## config.mk

```make
export PLATFORM = sky130hd
export DESIGN_NAME = cyc_irq_timer
export DESIGN_NICKNAME = d
export VERILOG_FILES = /design/src/rtl/cyc_timer_pkg.sv /design/src/rtl/ctimer_prescale.sv /design/src/rtl/ctimer_core.sv /design/src/rtl/ctimer_rdmux.sv /design/src/rtl/cyc_irq_timer.sv
export SDC_FILE = /design/constraint.sdc
export NUM_CORES = 1
export LEC_CHECK = 0
export ABC_AREA = 1
export BUFFER_PORTS_ARGS = -buffer_cell sky130_fd_sc_hd__buf_2
export CAP_MARGIN = 20
export CORE_ASPECT_RATIO = 2
export CORE_MARGIN = 3
export CORE_UTILIZATION = 50
export CTS_CLUSTER_DIAMETER = 40
export DETAILED_ROUTE_END_ITERATION = 6
export GPL_TIMING_DRIVEN = 0
export PLACE_DENSITY = 0.79
export RECOVER_POWER = 25
export SLEW_MARGIN = 20
export SYNTH_ARGS = -nofsm -noshare
export SYNTH_HDL_FRONTEND = slang
export SYNTH_SLANG_ARGS = --single-unit
```

## constraint.sdc

```tcl
create_clock -name clk -period 1.67 [get_ports clk]
set_input_delay 0.167 -clock clk [delete_from_list [all_inputs] [get_ports clk]]
set_output_delay 0.167 -clock clk [all_outputs]
set_load 0.01 [all_outputs]
```

## src/rtl/cyc_timer_pkg.sv

```systemverilog
package cyc_timer_pkg;
  typedef enum logic {
    SEL_LOW  = 1'b0,
    SEL_HIGH = 1'b1
  } reg_sel_e;

  localparam int unsigned DEF_DATA_W = 8;
  localparam int unsigned DEF_DIV    = 3;
endpackage

```

## src/rtl/ctimer_prescale.sv

```systemverilog
module ctimer_prescale #(
  parameter int unsigned DIV = 3
) (
  input  logic clk,
  input  logic rst_n,
  input  logic run,
  input  logic reload,
  input  logic pclk_en,
  output logic tick
);
  localparam int unsigned PH_W = (DIV > 1) ? $clog2(DIV) : 1;
  localparam logic [PH_W-1:0] LAST = PH_W'(DIV - 1);

  logic [PH_W-1:0] phase;

  assign tick = run && pclk_en && (phase == LAST);

  always_ff @(posedge clk) begin
    if (!rst_n) begin
      phase <= '0;
    end else if (reload) begin
      phase <= '0;
    end else if (run && pclk_en) begin
      phase <= (phase == LAST) ? '0 : phase + 1'b1;
    end
  end

  // a stopped prescaler keeps its phase
  a_r6_phase_hold: assert property (@(posedge clk) disable iff (!rst_n)
    (!run && !reload) |=> $stable(phase));

  // the phase stays inside the divide range
  a_r5_phase_range: assert property (@(posedge clk) disable iff (!rst_n)
    phase <= LAST);

  // a restart puts the phase back at zero
  a_r7_reload_zero: assert property (@(posedge clk) disable iff (!rst_n)
    reload |=> (phase == '0));
endmodule

```

## src/rtl/ctimer_core.sv

```systemverilog
module ctimer_core #(
  parameter int unsigned DATA_W = 8
) (
  input  logic              clk,
  input  logic              rst_n,
  input  logic              tick,
  input  logic              wr_low,
  input  logic              wr_high,
  input  logic [DATA_W-1:0] wr_data,
  output logic [2*DATA_W-2:0] count,
  output logic              run,
  output logic              pending,
  output logic              run_rise
);
  localparam int unsigned CNT_W = 2 * DATA_W - 1;
  localparam int unsigned HI_W  = CNT_W - DATA_W;
  localparam logic [CNT_W-1:0] TOP = {CNT_W{1'b1}};

  assign run_rise = wr_high && wr_data[DATA_W-1] && !run;

  always_ff @(posedge clk) begin
    if (!rst_n) begin
      count   <= '0;
      run     <= 1'b0;
      pending <= 1'b0;
    end else if (wr_low) begin
      count[DATA_W-1:0] <= wr_data;
      pending           <= 1'b0;
    end else if (wr_high) begin
      count[CNT_W-1:DATA_W] <= wr_data[HI_W-1:0];
      run                   <= wr_data[DATA_W-1];
      pending               <= 1'b0;
    end else if (tick) begin
      if (count == TOP) begin
        pending <= 1'b1;
      end else begin
        count <= count + 1'b1;
      end
    end
  end

  // a step at the top value holds the count and raises pending
  a_r8_saturate: assert property (@(posedge clk) disable iff (!rst_n)
    (tick && !wr_low && !wr_high && count == TOP) |=> (count == TOP && pending));

  // any register write acknowledges the interrupt
  a_r4_ack: assert property (@(posedge clk) disable iff (!rst_n)
    (wr_low || wr_high) |=> !pending);

  // a step below the top value adds exactly one
  a_r5_step: assert property (@(posedge clk) disable iff (!rst_n)
    (tick && !wr_low && !wr_high && count != TOP) |=> (count == $past(count) + 1'b1));

  // a stopped counter keeps its value unless written
  a_r6_count_hold: assert property (@(posedge clk) disable iff (!rst_n)
    (!run && !wr_low && !wr_high) |=> $stable(count));
endmodule

```

## src/rtl/ctimer_rdmux.sv

```systemverilog
module ctimer_rdmux #(
  parameter int unsigned DATA_W = 8
) (
  input  logic                rd_en,
  input  logic                sel_high,
  input  logic [2*DATA_W-2:0] count,
  input  logic                run,
  output logic [DATA_W-1:0]   rd_data
);
  localparam int unsigned CNT_W = 2 * DATA_W - 1;

  always_comb begin
    if (!rd_en) begin
      rd_data = '0;
    end else if (sel_high) begin
      rd_data = {run, count[CNT_W-1:DATA_W]};
    end else begin
      rd_data = count[DATA_W-1:0];
    end
  end
endmodule

```

## src/rtl/cyc_irq_timer.sv

```systemverilog
module cyc_irq_timer
  import cyc_timer_pkg::*;
#(
  parameter int unsigned DATA_W = DEF_DATA_W,
  parameter int unsigned DIV    = DEF_DIV
) (
  input  logic              clk,
  input  logic              rst_n,
  input  logic              pclk_en,
  input  logic              wr_en,
  input  logic              rd_en,
  input  logic              reg_sel,
  input  logic [DATA_W-1:0] wr_data,
  output logic [DATA_W-1:0] rd_data,
  output logic              irq
);
  localparam int unsigned CNT_W = 2 * DATA_W - 1;

  logic             wr_low, wr_high, tick, run, pending, run_rise;
  logic [CNT_W-1:0] count;

  assign wr_low  = wr_en && (reg_sel_e'(reg_sel) == SEL_LOW);
  assign wr_high = wr_en && (reg_sel_e'(reg_sel) == SEL_HIGH);

  ctimer_prescale #(.DIV(DIV)) u_pre (
    .clk(clk), .rst_n(rst_n), .run(run), .reload(run_rise),
    .pclk_en(pclk_en), .tick(tick)
  );

  ctimer_core #(.DATA_W(DATA_W)) u_core (
    .clk(clk), .rst_n(rst_n), .tick(tick), .wr_low(wr_low),
    .wr_high(wr_high), .wr_data(wr_data), .count(count), .run(run),
    .pending(pending), .run_rise(run_rise)
  );

  ctimer_rdmux #(.DATA_W(DATA_W)) u_rd (
    .rd_en(rd_en), .sel_high(wr_high | reg_sel), .count(count),
    .run(run), .rd_data(rd_data)
  );

  assign irq = pending && run;

  // the request line never rises without a prior step at the top value
  a_r9_irq_cause: assert property (@(posedge clk) disable iff (!rst_n)
    $rose(irq) |-> $past(tick));

  // a reset leaves the line low
  a_r1_reset_low: assert property (@(posedge clk)
    $past(!rst_n) |-> !irq);
endmodule

```

==> qor.csv <==
stage,metric,value,unit
place,dp_hpwl,3020,µm
setup_path,r2r_slack,0.08,ns
setup_path,cp_max_fo,10,
min_path,hold_class,in2reg,
global_routing,grt_pass1_vias,1368,
floorplan,core,2770,µm²
synth,syn_nets,258,
power,power_density,624,nW/µm²
timing,hold_violations,0,
synth,yosysWarnings,0,
setup_path,worstReg2RegStart,u_core.count[0],
synth,ys.flop_type,dfxtp_1,
synth,yosys.area.top_type,dfxtp_1,
synth,synth-edff-count,0,
timing,slew_violations,0,
synth,synth.distinct_cells,26,
setup_path,crit_path_end_kind,flop,
clock_network,clk_path_buf_depth,2,
global_routing,antenna_found_initial,0,
global_routing,gr-total-overflow,0,
timing,rsz0062_at_grt,true,
setup_path,r2r-end,u_core.count[4],
clock_network,clk_pin_slew_worst_paths,0.08,ns
timing,tns,0,ns
clock_network,root_buffer,clkbuf_8,
place,gp_congestion,0.933,
timing,skew,0.00368,ns
timing,slew_headroom,68.8,%
final_layout,n_antenna_cell,0,
drt,route.detailed.drc,0,
floorplan,start_util,52.5,%
drt,drt.antenna.violating_nets,0,
outcome,status,"finished, final reports clean",
synth,yosys-top-cells-area,"dfxtp_1 (26%), nand2_1 (19%), nand3_1 (10%)",
floorplan,die_w,44.1,µm
setup_path,crit_end,u_core.count[4],
timing,worst_pin_slew,0.468,ns
timing,final-setup-viol-count,0,
setup_path,worst_r2r_path_depth,9,
global_routing,grt_pass1_wl,6150,µm
final_layout,drive_gt1_share,18.5,%
synth,ys_ff_latch,19,
clock_network,htree_levels,1,
drt,wl,3870,µm
drt,vias_per_cell,5.44,
clock_network,holdBufCountCts,0,
drt,wl_per_cell,12.9,µm
drt,drtIter0Drc,49,
place,io_buffer_count,22,
place,dp.cells,294,
final_layout,finalNonFillerCells,300,
clock_network,cts.sinks,19,
setup_path,crit_type,reg2reg,
floorplan,die_area,3630,µm²
timing,min_period,1.59,ns
flow_run,maxCapViolCount,0,
floorplan,die_y,82.3,µm
synth,netlist.area_leader.share,26.2,%
setup_path,cp_data_required_time,1.87,ns
floorplan,rows,27,
power,worst_ir_drop_vdd,0.000539,V
final_layout,synthToLayoutAreaGrowth,14.8,%
clock_network,numCtsBuffers,3,
timing,finalCritPeriodShare,95.3,%
global_routing,grt_max_degree,12,
drt,vias,1632,
setup_path,worstSetupStartpointType,flop,
synth,synthCells,243,
synth,yosysMostFrequentCell,nand2_1,
global_routing,track_usage,22.6,%
timing,fmax,0.628,GHz
floorplan,io_pins,23,
synth,synth_commonest_cells,"nand2_1 (75), nor2_1 (31), nand3_1 (29)",
synth,netlist_area,1450,µm²
clock_network,cts_tree,built,
clock_network,insertion_delay,0.26,ns
final_layout,nNetsFinal,287,
synth,synthArstFlopShare,0,%
synth,seq_area_frac_synth,26.2,%
setup_path,cp.arrival,1.79,ns
drt,drt-pass1-iter-count,4,
synth,syn_avg_cell_area,5.98,µm²
power,p_leak,0.790,nW
setup_path,startpoint,u_core.count[0],
==> logic make-up after synthesis <==
group | Yosys count | synth area share (%)
buffers and inverters | 29 | 8.86
adders and majority gates | 1 | 0.860
and+or+nand+nor | 157 | 50.0
DFF | 19 | 26.2
AOI/OAI and AO/OA | 36 | 13.5
xor gates and xnor gates | 1 | 0.603
==> sequential cells by signal (all words and copies together), names as in the netlist <==
register and flops:
u_core.count 15, u_core.pending 1, u_core.run 1, u_pre.phase 2
==> per-stage QoR <==
stage	hold WS, ns	instance area, µm²	utilization, %	setup slack, ns	power (mW)
after floorplan	0.239	1450	-	0.242	0.647
after global placement	0.396	1600	57.8	0.00253	0.716
after detailed placement	0.395	1600	57.8	0.00572	0.719
after CTS	0.115	1650	59.5	0.0313	1.05
after global routing	0.114	1670	60.3	-0.0177	1.10
final	0.115	1670	60.3	0.0789	1.04
==> where the power goes <==
part / internal (mW) / switching, mW
sequential: 0.475 / 0.0285
combinational: 0.0797 / 0.126
clock: 0.166 / 0.165
total: 0.721 / 0.321
==> final cells by class <==
cell class	count	area [µm²]
clock inverters	1	5.00
repair buffers	24	121
inverters	24	95.1
well taps	29	36.3
flip-flops and latches	19	385
multi-input cells	195	951
clock buffers	3	41.3
plain buffers	5	33.8
fillers	300	1100
==> cells in the final DEF (no fill, tap or decap), types with 2 or more instances in the layout <==
cell type  synthesis  routed
nand2_1           75      75
o21ai_1            3       3
clkbuf_1           2       5
dfxtp_1           19      17
o21ai_0           13      13
nand2_2            5       5
nor2_2             2       2
nand3_1           29      29
nand4_1            6       6
inv_1             21      21
nor2_4             2       2
buf_4              2       4
inv_2              2       2
clkbuf_8           0       3
nand2_4            3       3
o21bai_1           4       4
a21oi_1           15      14
buf_2              0      19
nor2_1            31      31
==> routing by layer <==
layer	part of all wire, %	global-route usage (%)
met2	54	43.0
met1	40	24.4
met5	0	0
met3	4.2	1.95
met4	2.4	9.06
==> critical path, cell delays in order, from the launching register on <==
cell and delay (ns):
dfxtp_4 0.39, ha_2 0.20, nand2_1 0.09, nor2_4 0.20
nand4_2 0.17, nand2_4 0.17, nand2_4 0.11, nand2_1 0.07
nand2_1 0.04, nor2_1 0.08
==> worst min-delay path by stage <==
stage                from             end  slack (ns)  depth (start not counted)
floorplan           wr_en  u_core.pending        0.24                          1
global placement    wr_en  u_core.pending        0.40                          2
detailed placement  wr_en  u_core.pending        0.40                          2
CTS                 wr_en  u_core.pending        0.11                          2
global route        wr_en  u_core.pending        0.11                          2
finish              wr_en  u_core.pending        0.12                          2
==> repair_timing <==
action | 4_1_cts | 5_1_grt
buffers inserted | 0 | 2
resized for setup | 1 | 4
pin swaps | 0 | 2
setup endpoints to repair | 7 | 15
Power figures use the tool's default switching activity.
